**config.mk**
```make
export PLATFORM = sky130hd
export DESIGN_NAME = co_helper_seq
export DESIGN_NICKNAME = d
export VERILOG_FILES = /design/src/rtl/cohs_pkg.sv /design/src/rtl/cohs_segment_reg.sv /design/src/rtl/cohs_block_ctr.sv /design/src/rtl/cohs_ctrl.sv /design/src/rtl/co_helper_seq.sv
export SDC_FILE = /design/constraint.sdc
export NUM_CORES = 1
export LEC_CHECK = 0
export BUFFER_PORTS_ARGS = -buffer_cell sky130_fd_sc_hd__buf_4
export CAP_MARGIN = 20
export CORE_AREA = 2 2 215 217
export CTS_CLUSTER_DIAMETER = 30
export DETAILED_ROUTE_END_ITERATION = 6
export DIE_AREA = 0 0 217 219
export PLACE_DENSITY = 0.59
export SLEW_MARGIN = 20
export SYNTH_ARGS = -nofsm -noshare
export SYNTH_HDL_FRONTEND = slang
export SYNTH_SLANG_ARGS = --single-unit
```
**constraint.sdc**
```tcl
create_clock -name clk -period 3.3 [get_ports clk]
set_input_delay 0.495 -clock clk [delete_from_list [all_inputs] [get_ports clk]]
set_output_delay 0.495 -clock clk [all_outputs]
set_load 0.01 [all_outputs]
```
**src/rtl/cohs_pkg.sv**
```systemverilog
// Shared types for the code-offset helper sequencer.
package cohs_pkg;
    typedef enum logic [2:0] {
        ST_IDLE     = 3'd0,
        ST_SHIFT    = 3'd1,
        ST_ENC_REQ  = 3'd2,
        ST_ENC_WAIT = 3'd3,
        ST_HD_WRITE = 3'd4,
        ST_HD_FETCH = 3'd5,
        ST_DEC_SEND = 3'd6,
        ST_DONE     = 3'd7
    } cohs_state_t;
endpackage

```
**src/rtl/cohs_segment_reg.sv**
```systemverilog
// Serial-in segment register. The first accepted bit lands at bit 0.
// Assumes shift_en is only raised while a segment is being collected.
module cohs_segment_reg #(
    parameter int unsigned SEG_BITS = 127
) (
    input  logic                clk,
    input  logic                rst_n,
    input  logic                clear,
    input  logic                shift_en,
    input  logic                bit_in,
    output logic [SEG_BITS-1:0] seg_q,
    output logic                last_bit
);
    localparam int unsigned CNT_W = $clog2(SEG_BITS);

    logic [CNT_W-1:0] cnt_q;

    assign last_bit = (cnt_q == CNT_W'(SEG_BITS - 1));

    // Shift data in from the top and count the bits of the current block.
    always_ff @(posedge clk) begin
        if (!rst_n) begin
            seg_q <= '0;
            cnt_q <= '0;
        end else if (clear) begin
            cnt_q <= '0;
        end else if (shift_en) begin
            seg_q <= {bit_in, seg_q[SEG_BITS-1:1]};
            cnt_q <= last_bit ? '0 : cnt_q + 1'b1;
        end
    end

    p_cnt_range_r6: assert property (@(posedge clk) disable iff (!rst_n)
        cnt_q <= CNT_W'(SEG_BITS - 1));
    p_cnt_wrap_r6: assert property (@(posedge clk) disable iff (!rst_n)
        (shift_en && last_bit && !clear) |=> (cnt_q == '0));
endmodule

```
**src/rtl/cohs_block_ctr.sv**
```systemverilog
// Counts finished code blocks and flags the final one.
// Assumes step is raised once per finished block.
module cohs_block_ctr #(
    parameter int unsigned NUM_BLOCKS = 12,
    parameter int unsigned IDX_W      = $clog2(NUM_BLOCKS + 1)
) (
    input  logic             clk,
    input  logic             rst_n,
    input  logic             clear,
    input  logic             step,
    output logic [IDX_W-1:0] idx_q,
    output logic             last_blk
);
    assign last_blk = (idx_q == IDX_W'(NUM_BLOCKS - 1));

    // Advance the block number as each block completes.
    always_ff @(posedge clk) begin
        if (!rst_n) begin
            idx_q <= '0;
        end else if (clear) begin
            idx_q <= '0;
        end else if (step && !last_blk) begin
            idx_q <= idx_q + 1'b1;
        end
    end

    p_idx_range_r7: assert property (@(posedge clk) disable iff (!rst_n)
        idx_q < IDX_W'(NUM_BLOCKS));
endmodule

```
**src/rtl/cohs_ctrl.sv**
```systemverilog
// Sequencing state machine. It picks the enrollment or reconstruction path
// at start and walks each block through collect, exchange and output steps.
// Assumes the handshake partners hold valid until they see ready.
module cohs_ctrl
    import cohs_pkg::*;
(
    input  logic        clk,
    input  logic        rst_n,
    input  logic        start,
    input  logic        mode_recon,
    input  logic        resp_valid,
    input  logic        seg_last,
    input  logic        blk_last,
    input  logic        enc_req_ready,
    input  logic        enc_cw_valid,
    input  logic        hd_wr_ready,
    input  logic        hd_rd_valid,
    input  logic        dec_ready,
    output cohs_state_t state_q,
    output logic        recon_q,
    output logic        begin_run,
    output logic        shift_en,
    output logic        blk_step,
    output logic        capture_enc,
    output logic        capture_hd
);
    cohs_state_t state_d;

    // Decode the strobes that the datapath acts on in this cycle.
    always_comb begin
        begin_run   = start && (state_q == ST_IDLE || state_q == ST_DONE);
        shift_en    = (state_q == ST_SHIFT) && resp_valid;
        capture_enc = (state_q == ST_ENC_WAIT) && enc_cw_valid;
        capture_hd  = (state_q == ST_HD_FETCH) && hd_rd_valid;
        blk_step    = ((state_q == ST_HD_WRITE) && hd_wr_ready) ||
                      ((state_q == ST_DEC_SEND) && dec_ready);
    end

    // Next-state selection for the block sequence.
    always_comb begin
        state_d = state_q;
        unique case (state_q)
            ST_IDLE, ST_DONE: if (begin_run) state_d = ST_SHIFT;
            ST_SHIFT:         if (shift_en && seg_last)
                                  state_d = recon_q ? ST_HD_FETCH : ST_ENC_REQ;
            ST_ENC_REQ:       if (enc_req_ready) state_d = ST_ENC_WAIT;
            ST_ENC_WAIT:      if (capture_enc) state_d = ST_HD_WRITE;
            ST_HD_WRITE:      if (blk_step) state_d = blk_last ? ST_DONE : ST_SHIFT;
            ST_HD_FETCH:      if (capture_hd) state_d = ST_DEC_SEND;
            ST_DEC_SEND:      if (blk_step) state_d = blk_last ? ST_DONE : ST_SHIFT;
            default:          state_d = ST_IDLE;
        endcase
    end

    // State and mode registers.
    always_ff @(posedge clk) begin
        if (!rst_n) begin
            state_q <= ST_IDLE;
            recon_q <= 1'b0;
        end else begin
            state_q <= state_d;
            if (begin_run) recon_q <= mode_recon;
        end
    end

    p_mode_kept_r8: assert property (@(posedge clk) disable iff (!rst_n)
        (!begin_run) |=> $stable(recon_q));
endmodule

```
**src/rtl/co_helper_seq.sv**
```systemverilog
// Code-offset helper data sequencer (top). Enrollment: helper = codeword XOR
// segment, written per block. Reconstruction: noisy codeword = segment XOR
// stored helper, sent to the decoder per block. Assumes CW_BITS >= MSG_BITS.
module co_helper_seq #(
    parameter int unsigned CW_BITS  = 127,
    parameter int unsigned MSG_BITS = 15,
    parameter int unsigned N_BLOCKS = 12,
    parameter int unsigned IDX_W    = $clog2(N_BLOCKS + 1)
) (
    input  logic                clk,
    input  logic                rst_n,
    input  logic                start,
    input  logic                mode_recon,
    input  logic                resp_valid,
    input  logic                resp_bit,
    output logic                resp_ready,
    output logic                enc_req_valid,
    input  logic                enc_req_ready,
    output logic [MSG_BITS-1:0] enc_msg,
    input  logic                enc_cw_valid,
    output logic                enc_cw_ready,
    input  logic [CW_BITS-1:0]  enc_cw,
    output logic                hd_wr_valid,
    input  logic                hd_wr_ready,
    output logic [IDX_W-1:0]    hd_wr_index,
    output logic [CW_BITS-1:0]  hd_wr_data,
    output logic                hd_rd_ready,
    output logic [IDX_W-1:0]    hd_rd_index,
    input  logic                hd_rd_valid,
    input  logic [CW_BITS-1:0]  hd_rd_data,
    output logic                dec_valid,
    input  logic                dec_ready,
    output logic [CW_BITS-1:0]  dec_data,
    output logic                done
);
    import cohs_pkg::*;

    cohs_state_t        state;
    logic               recon;
    logic               begin_run, shift_en, blk_step, capture_enc, capture_hd;
    logic               seg_last, blk_last;
    logic [CW_BITS-1:0] seg;
    logic [CW_BITS-1:0] combo_q;
    logic [IDX_W-1:0]   blk_idx;

    cohs_ctrl u_ctrl (
        .clk(clk), .rst_n(rst_n), .start(start), .mode_recon(mode_recon),
        .resp_valid(resp_valid), .seg_last(seg_last), .blk_last(blk_last),
        .enc_req_ready(enc_req_ready), .enc_cw_valid(enc_cw_valid),
        .hd_wr_ready(hd_wr_ready), .hd_rd_valid(hd_rd_valid),
        .dec_ready(dec_ready), .state_q(state), .recon_q(recon),
        .begin_run(begin_run), .shift_en(shift_en), .blk_step(blk_step),
        .capture_enc(capture_enc), .capture_hd(capture_hd)
    );

    cohs_segment_reg #(.SEG_BITS(CW_BITS)) u_seg (
        .clk(clk), .rst_n(rst_n), .clear(begin_run), .shift_en(shift_en),
        .bit_in(resp_bit), .seg_q(seg), .last_bit(seg_last)
    );

    cohs_block_ctr #(.NUM_BLOCKS(N_BLOCKS), .IDX_W(IDX_W)) u_blk (
        .clk(clk), .rst_n(rst_n), .clear(begin_run), .step(blk_step),
        .idx_q(blk_idx), .last_blk(blk_last)
    );

    // One wide XOR combiner serves both paths; only the second operand differs.
    always_ff @(posedge clk) begin
        if (!rst_n) begin
            combo_q <= '0;
        end else if (capture_enc) begin
            combo_q <= enc_cw ^ seg;
        end else if (capture_hd) begin
            combo_q <= hd_rd_data ^ seg;
        end
    end

    // Port decode from the sequencer state.
    always_comb begin
        resp_ready    = (state == ST_SHIFT);
        enc_req_valid = (state == ST_ENC_REQ);
        enc_cw_ready  = (state == ST_ENC_WAIT);
        hd_wr_valid   = (state == ST_HD_WRITE);
        hd_rd_ready   = (state == ST_HD_FETCH);
        dec_valid     = (state == ST_DEC_SEND);
        done          = (state == ST_DONE);
        enc_msg       = seg[MSG_BITS-1:0];
        hd_wr_index   = blk_idx;
        hd_rd_index   = blk_idx;
        hd_wr_data    = combo_q;
        dec_data      = combo_q;
    end

    p_enc_hold_r5: assert property (@(posedge clk) disable iff (!rst_n)
        (enc_req_valid && !enc_req_ready) |=> (enc_req_valid && $stable(enc_msg)));
    p_hd_hold_r5: assert property (@(posedge clk) disable iff (!rst_n)
        (hd_wr_valid && !hd_wr_ready) |=> (hd_wr_valid && $stable(hd_wr_data)
                                           && $stable(hd_wr_index)));
    p_dec_hold_r5: assert property (@(posedge clk) disable iff (!rst_n)
        (dec_valid && !dec_ready) |=> (dec_valid && $stable(dec_data)));
    p_write_after_cw_r3: assert property (@(posedge clk) disable iff (!rst_n)
        $rose(hd_wr_valid) |-> $past(enc_cw_valid && enc_cw_ready));
    p_dec_after_fetch_r4: assert property (@(posedge clk) disable iff (!rst_n)
        $rose(dec_valid) |-> $past(hd_rd_valid && hd_rd_ready));
    p_done_hold_r7: assert property (@(posedge clk) disable iff (!rst_n)
        (done && !start) |=> done);
    p_no_mix_r9: assert property (@(posedge clk) disable iff (!rst_n)
        $rose(enc_req_valid) |-> !$past(hd_rd_ready));
endmodule

```
==> results.py, run 1 <==
metrics = {
    "cts": {
        "numCtsBuffers": 71,
        "cts_resized": 0,
        "clk-insertion-delay-late_ns": 0.57,
        "postCtsSetupBuffers": 0,
        "cts_tree": "yes",
        "cts_root_buffer": "clkbuf_16",
        "cts_hold_buf": 0,
        "htree_levels": 3,
        "cts_buffer_depth": 3,
        "path_clk_slew_ns": 0.04,
        "cts.sinks": 269,
    },
    "finish": {
        "final_common_cell": "buf_4",
        "antenna_cells": 0,
        "layout-drive-gt1-share": 0.3805,
        "area_growth_syn_to_layout_pct": 45.95,
        "layout.nets": 2026,
        "final_cell_mix": "buf_4 (559), dfxtp_1 (269), nand2_1 (266)",
    },
    "hold_path": {
        "min-delay-start": "mode_recon",
        "hold_path_class": "in2reg",
    },
    "place": {
        "gp_congestion": 0.7696,
        "portBuffers": 548,
        "place_ws_ns": 0.7579,
        "dp_hpwl_mm": 27.60,
    },
    "grt": {
        "grt_max_degree": 71,
        "antenna_found_initial": 0,
        "first_global_vias": 10490,
        "grt_usage": 0.1521,
        "grt_pass1_wl_mm": 57.81,
        "grt-ovfl-total": 0,
    },
    "die": {
        "dieArea_sq_um": 47520,
        "core-area_sq_um": 45090,
        "start_util": 0.2868,
        "core.rowCount": 78,
        "ios": 549,
        "dieHeight_um": 219,
        "die_x_um": 217,
    },
    "timing": {
        "tns_ns": 0,
        "worst_slew_pin_slew_ns": 0.7885,
        "max_freq_ghz": 0.3830,
        "finalSetupViolCount": 0,
        "post-route-period-util": 0.7912,
        "fin_skew_ns": 0.01980,
        "setup_ws_ns": 0.6891,
        "slew_violations": 0,
        "rsz0062_at_grt": "no",
        "period_needed_ns": 2.611,
        "slew_headroom": 0.4743,
        "final_hold_viol_count": 0,
    },
    "drt": {
        "wl_met2_mm": 18.85,
        "drt_iter0_markers": 461,
        "via_count": 10610,
        "routed.top_layer": "met4",
        "viasPerCell": 4.392,
        "antenna_left": 0,
        "wl_per_cell_um": 15.85,
        "wirelength_mm": 38.30,
        "firstDrtPassIters": 4,
        "met3_length_mm": 2.102,
        "drc": 0,
        "drt-met1-wl_mm": 16.46,
    },
    "setup_path": {
        "crit_arrival_ns": 2.12,
        "crit_path_end_kind": "primary output",
        "reg2reg_from": "u_ctrl.state_q[1]$_SDFFE_PN0P_",
        "worst-setup-path-type": "reg2out",
        "worstPathRequired_ns": 2.80,
        "start_kind": "flop",
        "crit_fanout": 18,
        "startpoint": "u_ctrl.state_q[0]$_SDFFE_PN0P_",
    },
    "synthesis": {
        "postSynthAreaPerCell_sq_um": 9.535,
        "synth_cell_types": 44,
        "synth.largest_area_cell": "dfxtp_1",
        "yosysSeqAreaShare": 0.4165,
        "yosys_register_bits": 269,
        "synth_edf_count": 0,
        "syn-cell-area_sq_um": 12930,
        "yosys-top-cells-area": "dfxtp_1 (42%), mux2i_1 (10%), buf_4 (9.2%), xnor2_1 (8.9%), a22o_1 (8.6%)",
        "synth_top_area_frac": 0.4165,
        "syn-num-nets": 1624,
        "syn_inst": 1356,
        "ys.flop_type": "dfxtp_1",
        "async_reset_ff_frac": 0,
        "yosysWarningCount": 0,
    },
    "power_and_ir_drop": {
        "leakage_nw": 8.689,
        "power_per_cell_area_nw_per_um2": 638.8,
        "ir_worst_vdd_uv": 395.7,
        "power.total_mw": 12.05,
    },
    "run": {
        "cap_violations": 0,
    },
    "status": {
        "status": "finished, final reports clean",
    },
}
## layer usage
layer | track usage | vias up
li1 | - | 5318
met1 | 0.1884 | 4932
met2 | 0.2551 | 305
met3 | 0.03534 | 57
met4 | 0.06005 | 0
met5 | 0 | -
## per-stage QoR
stage,instances,hold WS [ns],area (sq um),util
2_1_floorplan,1356,0.4669,12930,-
3_3_place_gp,2285,0.4783,16460,0.3651
3_5_place_dp,2285,0.4876,16460,0.3651
5_1_grt,2416,0.2131,18870,0.4185
4_1_cts,2416,0.1601,18870,0.4185
6_report,2416,0.1995,18870,0.4185
## registers in the layout, indices dropped and copies added (netlist names)
signal          count
dec_data          127
u_blk.idx_q         4
u_ctrl.recon_q      1
u_ctrl.state_q      3
u_seg.cnt_q         7
u_seg.seg_q       127
## cells by family after synthesis
family / after synthesis / share of synthesized area
fa+ha+maj: 3 / 0.002903
simple gates: 312 / 0.09832
mux: 133 / 0.1032
xor+xnor: 136 / 0.09212
compound gates: 266 / 0.1664
buf+inv: 237 / 0.1206
flops: 269 / 0.4165
## worst max-delay path, cell delays in order (launching register included)
cell	delay (ns)
dfxtp_1	0.68
nor3b_1	0.62
buf_4	0.25
## where the power goes
group / total [mW] / internal (mW) / switching, mW / leakage [nW]
clock network: 6.85 / 4.77 / 2.08 / 1.18
logic: 1.70 / 0.807 / 0.893 / 5.35
registers: 3.51 / 3.36 / 0.149 / 2.17
## cell type report
cell class	count	area, sq um
Fill cell	4399	26220
Sequential cell	269	5385
Timing Repair Buffer	564	4297
Inverter	2	7.507
Multi-Input combinational cell	850	6021
Tap cell	600	750.7
Clock buffer	94	1943
Clock inverter	37	466.7
## final timing paths
check | end | slack, ns | cells past startpoint
max | resp_ready | 0.69 | 2
max reg2reg | dec_data[120]$_SDFFE_PN0P_ | 0.78 | 5
min reg2reg | u_seg.seg_q[97]$_SDFFE_PN0P_ | 0.48 | 2
min | u_ctrl.recon_q$_SDFFE_PN0P_ | 0.20 | 3
## cells in the mapped netlist, types with 3 or more instances
master / instances
a21boi_0: 127
a22o_1: 127
buf_2: 25
buf_4: 158
buf_6: 6
clkbuf_1: 46
dfxtp_1: 269
ha_1: 3
mux2i_1: 131
nand2_1: 267
nand3_1: 3
nand4_1: 3
nor2_1: 19
nor3_1: 4
xnor2_1: 131
xor2_1: 5
(Power assumes the default switching activity.)
==> run 2: changes to the inputs <==
- CORE_AREA: 2 2 215 217 -> 2 2 211 213
- DIE_AREA: 0 0 217 219 -> 0 0 213 215
- PLACE_DENSITY: 0.59 -> 0.6
- clock period: 3.3 -> 2.6 ns (I/O delays scaled with it)
==> results.py, run 2 (synthesis gave the netlist of run 1 again) <==
metrics = {
    "status": {
        "status": "finished, final reports clean",
    },
    "grt": {
        "antenna_found_initial": 0,
        "grt-ovfl-total": 0,
        "grt_pass1_wl_mm": 57.92,
        "grt_max_degree": 88,
        "first_global_vias": 10520,
        "grt_usage": 0.1592,
    },
    "timing": {
        "fin_skew_ns": 0.01558,
        "slew_violations": 0,
        "slew_headroom": 0.4909,
        "tns_ns": 0,
        "worst_slew_pin_slew_ns": 0.7637,
        "rsz0062_at_grt": "no",
        "max_freq_ghz": 0.4289,
        "period_needed_ns": 2.332,
        "finalSetupViolCount": 0,
        "post-route-period-util": 0.8968,
        "final_hold_viol_count": 0,
    },
    "setup_path": {
        "worst-setup-path-type": "reg2out",
        "crit_fanout": 17,
        "worstPathRequired_ns": 2.21,
        "crit_arrival_ns": 1.94,
        "start_kind": "flop",
        "crit_path_end_kind": "primary output",
    },
    "cts": {
        "cts_resized": 0,
        "cts_tree": "yes",
        "numCtsBuffers": 66,
        "cts.sinks": 269,
        "cts_root_buffer": "clkbuf_16",
        "cts_buffer_depth": 3,
        "clk-insertion-delay-late_ns": 0.55,
        "path_clk_slew_ns": 0.04,
        "cts_hold_buf": 0,
        "htree_levels": 3,
        "postCtsSetupBuffers": 0,
    },
    "power_and_ir_drop": {
        "power_per_cell_area_nw_per_um2": 788.9,
        "ir_worst_vdd_uv": 530.0,
        "leakage_nw": 8.596,
    },
    "drt": {
        "drc": 0,
        "firstDrtPassIters": 4,
        "wirelength_mm": 38.15,
        "viasPerCell": 4.438,
        "wl_per_cell_um": 15.92,
        "antenna_left": 0,
        "via_count": 10630,
        "drt_iter0_markers": 433,
    },
    "place": {
        "gp_congestion": 0.8320,
        "dp_hpwl_mm": 27.83,
        "portBuffers": 548,
        "place_area_sq_um": 16480,
    },
    "die": {
        "dieArea_sq_um": 45800,
        "dieHeight_um": 215,
        "core.rowCount": 77,
        "ios": 549,
        "die_x_um": 213,
        "start_util": 0.2963,
        "core-area_sq_um": 43640,
    },
    "finish": {
        "stdcell_area_sq_um": 18740,
        "antenna_cells": 0,
        "final_cell_mix": "buf_4 (558), dfxtp_1 (269), nand2_1 (266)",
        "fillers": 4217,
        "area_growth_syn_to_layout_pct": 44.92,
        "layout.nets": 2022,
        "layout-drive-gt1-share": 0.3808,
        "final_common_cell": "buf_4",
    },
    "run": {
        "cap_violations": 0,
    },
    "hold_path": {
        "hold_path_class": "in2reg",
    },
}
run 2: per-stage QoR:
step | worst slack, ns | instances | utilization | hold WS (ns) | total power [mW]
after floorplan | 0.9385 | 1356 | - | 0.4669 | 5.896
after global placement | 0.4892 | 2278 | 0.3777 | 0.4771 | 6.728
after detailed placement | 0.4730 | 2278 | 0.3777 | 0.4873 | 6.756
after CTS | 0.2249 | 2396 | 0.4293 | 0.06713 | 14.98
after global routing | 0.09254 | 2396 | 0.4293 | 0.1057 | 15.38
final | 0.2682 | 2396 | 0.4293 | 0.1054 | 14.78
run 2: per-layer routing:
metal	up-vias	wire length (um)	share of wire	track usage
li1	5291	-	-	-
met1	4971	16190	0.42	0.1925
met2	312	18830	0.49	0.2733
met3	59	2326	0.061	0.04077
met4	0	806	0.021	0.05198
met5	-	0	0	0
run 2: report_power, final:
group	switching (mW)	total (mW)	internal [mW]	leakage [nW]
Combinational	1.15	2.20	1.05	5.36
Clock	2.53	8.13	5.60	1.07
Sequential	0.192	4.45	4.26	2.17
Total	3.87	14.8	10.9	8.60
run 2: path summary, 6_finish.rpt:
check / startpoint / end / slack, ns / cells after the start
hold / removal: mode_recon / u_ctrl.recon_q$_SDFFE_PN0P_ / 0.11 / 3
hold reg to reg: u_seg.seg_q[20]$_SDFFE_PN0P_ / u_seg.seg_q[19]$_SDFFE_PN0P_ / 0.49 / 2
setup / recovery: u_ctrl.state_q[1]$_SDFFE_PN0P_ / enc_cw_ready / 0.27 / 3
setup reg to reg: u_ctrl.state_q[1]$_SDFFE_PN0P_ / dec_data[115]$_SDFFE_PN0P_ / 0.44 / 5
run 2: critical path, stage by stage (launching register included):
cell     delay (ns)
dfxtp_1        0.74
inv_1          0.23
nor3b_1        0.26
buf_4          0.17
run 2: area by class of cell:
class	count	area (sq um)	share of cell area
clock buffers	82	1836	0.09796
clock inverters	36	419.2	0.02237
inverters	2	7.507	0.0004006
multi-input cells	850	6021	0.3213
flip-flops and latches	269	5385	0.2874
well taps	592	740.7	0.03953
repair buffers	565	4329	0.2310
==> run 3: changes to the inputs <==
- CORE_AREA: 2 2 211 213 -> 2 2 212 214
- DIE_AREA: 0 0 213 215 -> 0 0 214 216
==> results.py, run 3 (synthesis gave the netlist of run 1 again) <==
metrics = {
    "status": {
        "status": "finished, final reports clean",
    },
    "drt": {
        "drt_iter0_markers": 445,
        "drc": 0,
        "antenna_left": 0,
        "viasPerCell": 4.434,
        "via_count": 10590,
        "firstDrtPassIters": 4,
        "wl_per_cell_um": 15.85,
        "wirelength_mm": 37.84,
    },
    "die": {
        "start_util": 0.2950,
        "dieHeight_um": 216,
        "core.rowCount": 77,
        "core-area_sq_um": 43840,
        "dieArea_sq_um": 46220,
        "die_x_um": 214,
        "ios": 549,
    },
    "setup_path": {
        "path_cells": "inv_1, nor3b_1, buf_4",
        "crit_buf_inv": 2,
        "r2r-end": "u_seg.seg_q[67]$_SDFFE_PN0P_",
        "crit_arrival_ns": 2.05,
        "worst-setup-path-type": "reg2out",
        "crit_fanout": 17,
        "worstPathRequired_ns": 2.21,
        "path_delay_family": "flip-flops",
        "start_kind": "flop",
        "crit_path_end_kind": "primary output",
        "crit_slowest_cell": "dfxtp_1",
        "reg2reg_setup_slack_ns": 0.40,
        "r2r_cells": 5,
        "reg2reg_from": "u_ctrl.state_q[0]$_SDFFE_PN0P_",
        "critPathMaxStageDelay_ns": 0.74,
        "crit_cells": 3,
    },
    "cts": {
        "path_clk_slew_ns": 0.04,
        "postCtsSetupBuffers": 0,
        "cts.sinks": 269,
        "cts_buffer_depth": 3,
        "htree_levels": 2,
        "cts_resized": 0,
        "cts_hold_buf": 0,
        "cts_tree": "yes",
        "cts_root_buffer": "clkbuf_16",
        "numCtsBuffers": 60,
        "clk-insertion-delay-late_ns": 0.58,
    },
    "finish": {
        "utilization": 0.4223,
        "final_cell_mix": "buf_4 (555), dfxtp_1 (269), nand2_1 (266)",
        "layout-drive-gt1-share": 0.3788,
        "antenna_cells": 0,
        "area_growth_syn_to_layout_pct": 43.19,
        "layout.nets": 2013,
        "final_common_cell": "buf_4",
    },
    "timing": {
        "rsz0062_at_grt": "no",
        "post-route-period-util": 0.9396,
        "slew_headroom": 0.5192,
        "slew_violations": 0,
        "worst_slew_pin_slew_ns": 0.7212,
        "tns_ns": 0,
        "max_freq_ghz": 0.4094,
        "finalSetupViolCount": 0,
        "final_hold_viol_count": 0,
        "fin_skew_ns": 0.01473,
        "period_needed_ns": 2.443,
    },
    "place": {
        "dp_hpwl_mm": 27.83,
        "gp_congestion": 0.8578,
        "portBuffers": 548,
    },
    "hold_path": {
        "whs_endpoint": "u_ctrl.recon_q$_SDFFE_PN0P_",
        "min-delay-start": "mode_recon",
        "min_path_cells": 3,
        "hold_path_class": "in2reg",
    },
    "grt": {
        "grt_max_degree": 68,
        "grt-ovfl-total": 0,
        "grt_pass1_wl_mm": 58.97,
        "grt_usage": 0.1575,
        "first_global_vias": 10600,
        "antenna_found_initial": 0,
    },
    "power_and_ir_drop": {
        "leakage_nw": 8.502,
        "power_per_cell_area_nw_per_um2": 762.1,
        "ir_worst_vdd_uv": 436.6,
    },
    "run": {
        "cap_violations": 0,
    },
}
-- run 3: cell types whose count changed in the layout (fill, tap and decap cells not counted), moves of 2 or more --
cell        delta
clkbuf_16      -8
clkinv_4       +7
inv_6          +6
clkinv_8       -4
clkinvlp_4     -4
buf_4          -3
clkbuf_1       -2
clkbuf_8       +2
clkinv_2       -2
-- run 3: where the power goes --
group / leakage [nW] / internal [mW] / switching, mW
sequential: 2.17 / 4.26 / 0.194
clock: 0.988 / 5.02 / 2.46
combinational: 5.35 / 1.04 / 1.14
total: 8.50 / 10.3 / 3.79
-- run 3: how the worst max path moves through the flow --
| stage | start | end | slack, ns |
|---|---|---|---|
| 2_1_floorplan | u_ctrl.state_q[1]$_SDFFE_PN0P_ | u_seg.cnt_q[1]$_SDFFE_PP0N_ | 0.94 |
| 3_3_place_gp | u_ctrl.state_q[1]$_SDFFE_PN0P_ | dec_data[123]$_SDFFE_PN0P_ | 0.53 |
| 3_5_place_dp | u_ctrl.state_q[0]$_SDFFE_PN0P_ | u_seg.seg_q[106]$_SDFFE_PN0P_ | 0.45 |
| 6_report | u_ctrl.state_q[1]$_SDFFE_PN0P_ | enc_cw_ready | 0.16 |
| 5_1_grt | u_ctrl.state_q[0]$_SDFFE_PN0P_ | resp_ready | 0.02 |
| 4_1_cts | u_ctrl.state_q[1]$_SDFFE_PN0P_ | enc_cw_ready | 0.12 |
-- run 3: metrics by stage --
stage	cells	instance area (sq um)	worst slack [ns]	hold WS, ns	power [mW]
after global routing	2387	18510	0.01715	0.08998	14.73
after detailed placement	2275	16460	0.4516	0.4867	6.729
after CTS	2387	18510	0.1177	0.02898	14.33
after global placement	2275	16460	0.5297	0.4761	6.701
after floorplan	1356	12930	0.9385	0.4669	5.896
final	2387	18510	0.1571	0.07669	14.11
-- run 3: worst min-delay path: stages --
cell     delay [ns]
buf_4          0.08
mux2i_1        0.05
nor2b_1        0.09
-- run 3: cell type report --
type                            count  area [sq um]
Fill cell                        4257         25320
Multi-Input combinational cell    850          6021
Sequential cell                   269          5385
Timing Repair Buffer              562          4307
Clock buffer                       74          1655
Tap cell                          592         740.7
Clock inverter                     38         397.9
Inverter                            2         7.507
-- run 3: metal layers --
metal / part of all wire / routed length (um) / track usage
met2: 0.49 / 18570 / 0.2690
met3: 0.057 / 2161 / 0.03467
met4: 0.023 / 870 / 0.05758
met1: 0.43 / 16240 / 0.1941
met5: 0 / 0 / 0
